## src/rtl/ipi_pkg.sv

```systemverilog
package ipi_pkg;
  localparam logic [7:0] OFF_STAT = 8'h00;
  localparam logic [7:0] OFF_EN   = 8'h04;
  localparam logic [7:0] OFF_SET  = 8'h08;
  localparam logic [7:0] OFF_CLR  = 8'h0C;
  localparam logic [7:0] OFF_SEND = 8'h40;
  localparam int MBX_WORDS = 8;
  localparam int MBX_IW    = $clog2(MBX_WORDS);
  localparam int TGT_LSB   = 16;
  localparam int TGT_W     = 10;
  localparam int VEC_W     = 5;

  typedef struct packed {
    logic              set;
    logic              clr;
    logic              en_we;
    logic              mbx_we;
    logic [MBX_IW-1:0] mbx_idx;
    logic [31:0]       data;
  } core_op_t;
endpackage

```

## src/rtl/ipi_decode.sv

```systemverilog
module ipi_decode
  import ipi_pkg::*;
#(
  parameter int N_CORES = 4,
  parameter int ID_W    = 10
) (
  input  logic            req_i,
  input  logic            we_i,
  input  logic [ID_W-1:0] core_id_i,
  input  logic [7:0]      addr_i,
  input  logic [31:0]     wdata_i,
  output core_op_t        op_o [N_CORES],
  output logic            err_o
);
  logic [TGT_W-1:0] tgt;
  logic [VEC_W-1:0] vec;
  logic             is_send, is_mbx, req_bad, tgt_bad;

  assign tgt     = wdata_i[TGT_LSB +: TGT_W];
  assign vec     = wdata_i[VEC_W-1:0];
  assign is_send = (addr_i == OFF_SEND);
  assign is_mbx  = (addr_i[7:5] == 3'b001) && (addr_i[1:0] == 2'b00);
  assign req_bad = (core_id_i >= ID_W'(N_CORES));
  assign tgt_bad = (tgt >= TGT_W'(N_CORES));
  assign err_o   = req_i && (req_bad || (we_i && is_send && tgt_bad));

  always_comb begin
    for (int k = 0; k < N_CORES; k++) begin
      op_o[k]         = '0;
      op_o[k].data    = wdata_i;
      op_o[k].mbx_idx = addr_i[MBX_IW+1:2];
      if (req_i && we_i && !err_o) begin
        if (is_send) begin
          if (tgt == TGT_W'(k)) begin
            op_o[k].set  = 1'b1;
            op_o[k].data = 32'h1 << vec;
          end
        end else if (core_id_i == ID_W'(k)) begin
          op_o[k].set    = (addr_i == OFF_SET);
          op_o[k].clr    = (addr_i == OFF_CLR);
          op_o[k].en_we  = (addr_i == OFF_EN);
          op_o[k].mbx_we = is_mbx;
        end
      end
    end
  end
endmodule

```

## src/rtl/ipi_core.sv

```systemverilog
module ipi_core
  import ipi_pkg::*;
(
  input  logic        clk_i,
  input  logic        rst_ni,
  input  core_op_t    op_i,
  input  logic [7:0]  rd_addr_i,
  output logic [31:0] rd_data_o,
  output logic        irq_o
);
  logic [31:0] status_q, en_q, status_set, status_clr;
  logic [31:0] mbx_q [MBX_WORDS];
  logic        irq_q;

  assign status_set = status_q | op_i.data;
  assign status_clr = status_q & ~op_i.data;
  assign irq_o      = irq_q;

  always_ff @(posedge clk_i or negedge rst_ni) begin
    if (!rst_ni) begin
      status_q <= '0;
      en_q     <= '0;
      irq_q    <= 1'b0;
      for (int i = 0; i < MBX_WORDS; i++) mbx_q[i] <= '0;
    end else begin
      if (op_i.set) begin
        status_q <= status_set;
        if ((status_set & en_q) != 32'h0) irq_q <= 1'b1;
      end else if (op_i.clr) begin
        status_q <= status_clr;
        if (status_clr == 32'h0 && en_q != 32'h0) irq_q <= 1'b0;
      end
      if (op_i.en_we) en_q <= op_i.data;
      if (op_i.mbx_we) mbx_q[op_i.mbx_idx] <= op_i.data;
    end
  end

  always_comb begin
    rd_data_o = '0;
    if (rd_addr_i == OFF_STAT) rd_data_o = status_q;
    else if (rd_addr_i == OFF_EN) rd_data_o = en_q;
    else if (rd_addr_i[7:5] == 3'b001 && rd_addr_i[1:0] == 2'b00)
      rd_data_o = mbx_q[rd_addr_i[MBX_IW+1:2]];
  end

  p_irq_rise_r3: assert property (@(posedge clk_i) disable iff (!rst_ni)
    (op_i.set && ((status_q | op_i.data) & en_q) != 32'h0) |=> irq_o);
  p_irq_fall_r4: assert property (@(posedge clk_i) disable iff (!rst_ni)
    (op_i.clr && (status_q & ~op_i.data) == 32'h0 && en_q != 32'h0) |=> !irq_o);
  p_irq_hold_r4: assert property (@(posedge clk_i) disable iff (!rst_ni)
    (op_i.clr && (status_q & ~op_i.data) != 32'h0) |=> $stable(irq_o));
  p_status_only_ports_r5: assert property (@(posedge clk_i) disable iff (!rst_ni)
    (!op_i.set && !op_i.clr) |=> $stable(status_q));
  p_irq_quiet_r6: assert property (@(posedge clk_i) disable iff (!rst_ni)
    (!op_i.set && !op_i.clr) |=> $stable(irq_o));
endmodule

```

## src/rtl/ipi_unit.sv

```systemverilog
module ipi_unit
  import ipi_pkg::*;
#(
  parameter int N_CORES = 4,
  parameter int ID_W    = 10
) (
  input  logic               clk_i,
  input  logic               rst_ni,
  input  logic               req_i,
  input  logic               we_i,
  input  logic [ID_W-1:0]    core_id_i,
  input  logic [7:0]         addr_i,
  input  logic [31:0]        wdata_i,
  output logic [31:0]        rdata_o,
  output logic               err_o,
  output logic [N_CORES-1:0] irq_o
);
  core_op_t    ops [N_CORES];
  logic [31:0] core_rd [N_CORES];
  logic [31:0] rd_sel, rdata_q;
  logic        dec_err, err_q;

  ipi_decode #(.N_CORES(N_CORES), .ID_W(ID_W)) u_dec (
    .req_i(req_i), .we_i(we_i), .core_id_i(core_id_i), .addr_i(addr_i),
    .wdata_i(wdata_i), .op_o(ops), .err_o(dec_err)
  );

  for (genvar k = 0; k < N_CORES; k++) begin : g_core
    ipi_core u_core (
      .clk_i(clk_i), .rst_ni(rst_ni), .op_i(ops[k]), .rd_addr_i(addr_i),
      .rd_data_o(core_rd[k]), .irq_o(irq_o[k])
    );
  end

  always_comb begin
    rd_sel = '0;
    for (int k = 0; k < N_CORES; k++)
      if (core_id_i == ID_W'(k)) rd_sel = core_rd[k];
  end

  always_ff @(posedge clk_i or negedge rst_ni) begin
    if (!rst_ni) begin
      rdata_q <= '0;
      err_q   <= 1'b0;
    end else begin
      rdata_q <= (req_i && !we_i && !dec_err) ? rd_sel : 32'h0;
      err_q   <= dec_err;
    end
  end

  assign rdata_o = rdata_q;
  assign err_o   = err_q;

  p_bad_id_err_r10: assert property (@(posedge clk_i) disable iff (!rst_ni)
    (req_i && core_id_i >= ID_W'(N_CORES)) |=> (err_o && rdata_o == 32'h0));
endmodule

```

## config.mk

```make
export PLATFORM = sky130hd
export DESIGN_NAME = ipi_unit
export DESIGN_NICKNAME = d
export VERILOG_FILES = /design/src/rtl/ipi_pkg.sv /design/src/rtl/ipi_decode.sv /design/src/rtl/ipi_core.sv /design/src/rtl/ipi_unit.sv
export SDC_FILE = /design/constraint.sdc
export NUM_CORES = 2
export LEC_CHECK = 0
export BUFFER_PORTS_ARGS = -buffer_cell sky130_fd_sc_hd__clkbuf_2
export CORE_MARGIN = 2
export CORE_UTILIZATION = 50
export DETAILED_ROUTE_END_ITERATION = 16
export HOLD_SLACK_MARGIN = 0.1
export PLACE_DENSITY = 0.69
export SYNTH_ARGS = -nofsm -noshare
export SYNTH_HDL_FRONTEND = slang
export SYNTH_SLANG_ARGS = --single-unit
```

## constraint.sdc

```tcl
create_clock -name clk_i -period 3 [get_ports clk_i]
set_input_delay 0.6 -clock clk_i [delete_from_list [all_inputs] [get_ports clk_i]]
set_output_delay 0.6 -clock clk_i [all_outputs]
set_load 0.05 [all_outputs]
```

==> flow_metrics.env <==
export IMPL_async_flop_share=1.00
export IMPL_die_h_um=354
export IMPL_crit_fanout=71
export IMPL_ys_seq_area_frac=0.539
export IMPL_grt_max_degree=120
export IMPL_required_ns=3.61
export IMPL_yosys_warnings=0
export IMPL_place_hpwl_um=161000
export IMPL_core_um2=122000
export IMPL_worstPathCellList="buf_8 > buf_4 > buf_16 > nand2_1 > buf_4 > nor2_1 > nand2_2 > buf_12 > nand2_1 > o21ai_0"
export IMPL_layout_drive_gt1_share=0.231
export IMPL_clkTransAtPathRegs_ns=0.06
export IMPL_multi_input_area_um2=26200
export IMPL_holdCritPathClass="primary input to flip-flop"
export IMPL_drt_iter0_drc=6271
export IMPL_met3_usage=0.0861
export IMPL_seqCellArea_um2=33000
export IMPL_synth_ff_type="dfrtp_1"
export IMPL_powerDensity_nw_per_um2=500
export IMPL_maxCapViolCount=0
export IMPL_startpoint_type="primary input"
export IMPL_nets=6692
export IMPL_setup_viol=0
export IMPL_slowest_stage="nor2_1"
export IMPL_max_stage_delay_ns=0.95
export IMPL_clock_sinks=1317
export IMPL_busiest_layer="met2"
export IMPL_viasPerCell=6.19
export IMPL_syn2layout_area_growth_pct=23.1
export IMPL_place_area_um2=70600
export IMPL_slew_viol_final=0
export IMPL_outcome="finished, final reports clean"
export IMPL_clockBufferDepth=3
export IMPL_crit_arrival_ns=3.58
export IMPL_synth_edf_count=0
export IMPL_fillers=9741
export IMPL_period_share=0.991
export IMPL_hold_violations=0
export IMPL_die_x_um=354
export IMPL_wirelength_um=225000
export IMPL_grt_overflow=0
export IMPL_start_util=0.503
export IMPL_cts_root_buf="clkbuf_16"
export IMPL_fmax_mhz=336
export IMPL_top_level_ports=91
export IMPL_worst_pin_slew_ns=1.26
export IMPL_crit_type="primary input to flip-flop"
export IMPL_yosys_register_bits=1317
export IMPL_ir_drop_mv=0.599
export IMPL_cp_top_family="simple AND/OR/NAND/NOR gates"
export IMPL_use_met2=0.534
export IMPL_met1_usage=0.509
export IMPL_num_vias=51800
export IMPL_tns_ns=0
export IMPL_die_area_um2=125000
export IMPL_std_cell_rows=128
export IMPL_cp_num_buf_inv=5
export IMPL_wl_per_cell_um=26.9
export IMPL_syn_nets=6114
export IMPL_drc=0
export IMPL_p_leak_uw=0.0336
export IMPL_final_antenna_net_count=0
export IMPL_holdWs_ns=0.288
export IMPL_antenna_found_initial=4
export IMPL_numCtsBuffers=142
export IMPL_grt_usage=0.363
export IMPL_fin_area_um2=75300
export IMPL_grt_pass1_vias=51200
export IMPL_syn_area_per_cell_um2=10.1
export IMPL_synthCells=6060
export IMPL_period_needed_ns=2.97
export IMPL_cts_tree="done"
export IMPL_gp_congestion=1.05
export IMPL_post_route_util=0.619
export IMPL_final_cell_mix="1530 x o21ai_0, 1317 x dfrtp_1, 1223 x nand2_1"
export IMPL_end_kind="flip-flop"
export IMPL_grt_pass1_wl_um=338000
export IMPL_yosysUniqueCellTypes=67
export IMPL_cts_htree_levels=4
export IMPL_fin_total_pwr_uw=37600
export IMPL_final_common_cell="o21ai_0"
export IMPL_rsz0062_at_grt="no"
export IMPL_skew_ns=0.0430
export IMPL_max_slew_margin=0.154
export IMPL_portBuffers=90
export IMPL_dr_pass1_iters=7
export IMPL_insertion_delay_ns=0.81
export IMPL_netlist_area_um2=61200
timing repair:
action / in CTS / in global routing
pin swaps: 0 / 1
resized for setup: 7 / 10
hold endpoints to repair: 43 / 0
hold buffers: 1 / 0
buffers inserted: 0 / 1
endpoints found under the setup margin: 3 / 14
layer usage:
metal | routed length (um) | up-vias
li1 | - | 22900
met5 | 13 | -
met1 | 92200 | 26000
met3 | 22100 | 502
met2 | 98600 | 2431
met4 | 12400 | 2
worst paths after layout:
check | end | depth (start not counted) | slack (ns) | start
worst max-delay path | g_core[0].u_core.mbx_q[147]$_DFFE_PN0P_ | 10 | 0.03 | addr_i[2]
worst min-delay path | flip-flop | 2 | 0.29 | wdata_i[28]
worst max register to register | rdata_o[23]$_DFF_PN0_ | 6 | 0.64 | g_core[1].u_core.mbx_q[247]$_DFFE_PN0P_
worst min register to register | g_core[0].u_core.mbx_q[139]$_DFFE_PN0P_ | 2 | 0.47 | g_core[0].u_core.mbx_q[139]$_DFFE_PN0P_
max in group asynchronous | g_core[3].u_core.mbx_q[232]$_DFFE_PN0P_ | 3 | 1.57 | rst_ni
min in group asynchronous | g_core[1].u_core.mbx_q[234]$_DFFE_PN0P_ | 2 | 0.35 | rst_ni
Yosys cell counts, types with 6 or more instances:
cell	count	area (um2)
o2111ai_1	13	114
nand3_1	48	240
mux2i_1	128	1280
nor3b_1	13	97.6
a2111oi_0	9	78.8
nand2b_1	19	119
a2111o_1	18	203
nor2b_1	10	62.6
a31oi_1	18	113
o21ai_0	1533	7670
and2_1	10	62.6
a211oi_1	29	218
nor4_1	48	300
a21oi_1	101	505
buf_2	21	105
buf_1	39	146
nand2_1	1258	4720
a221oi_1	62	543
dfrtp_1	1317	33000
nor3_1	96	480
a22oi_1	116	871
clkbuf_1	486	1820
nor2_1	80	300
a32oi_1	11	96.3
and3_1	9	56.3
a22o_1	7	61.3
o31ai_1	45	338
a21boi_0	27	203
nand4_1	27	169
and4_1	8	70.1
a21o_1	6	45.0
mux4_2	257	5790
o211a_1	15	150
o21a_1	30	225
a21bo_2	8	80.1
or3_1	6	37.5
inv_1	72	270
report_power, final:
group	leakage [uW]	internal [uW]	switching (uW)
clock network	0.00226	10000	7430
registers	0.0183	17800	67.1
logic	0.0130	745	1540
through the flow:
| stage | setup slack (ns) | cells |
|---|---|---|
| floorplan | -0.112 | 6060 |
| global placement | -1.17 | 8116 |
| detailed placement | -1.06 | 8117 |
| CTS | 0.0680 | 8366 |
| global route | 0.00199 | 8367 |
| finish | 0.0282 | 8371 |
worst register-to-register path: stages (launching register included):
cell	delay [ns]
dfrtp_1	0.40
mux4_2	0.46
mux2i_1	0.27
o21ai_0	0.27
a22oi_1	0.53
a21oi_1	0.14
buf_4	0.17
cell families after synthesis:
| logic type | after synthesis | share of synthesized area |
|---|---|---|
| compound gates | 2075 | 0.192 |
| mux | 385 | 0.116 |
| simple gates | 1659 | 0.115 |
| flops | 1317 | 0.539 |
| buf+inv | 624 | 0.0390 |
flip-flops by register name, summed over array words and instances (netlist names), named ones only:
name / cells
g_core.u_core.mbx_q: 1024
g_core.u_core.en_q: 128
rdata_o: 32
g_core.u_core.irq_o: 4
err_o: 1
cell type report:
class | instances | share of cell area
Multi-Input combinational cell | 4119 | 0.348
Antenna cell | 4 | 0.000133
Inverter | 74 | 0.00381
Sequential cell | 1317 | 0.438
Clock buffer | 196 | 0.0534
Tap cell | 1625 | 0.0270
Clock inverter | 52 | 0.00763
Timing Repair Buffer | 984 | 0.122
(Power assumes the default switching activity.)
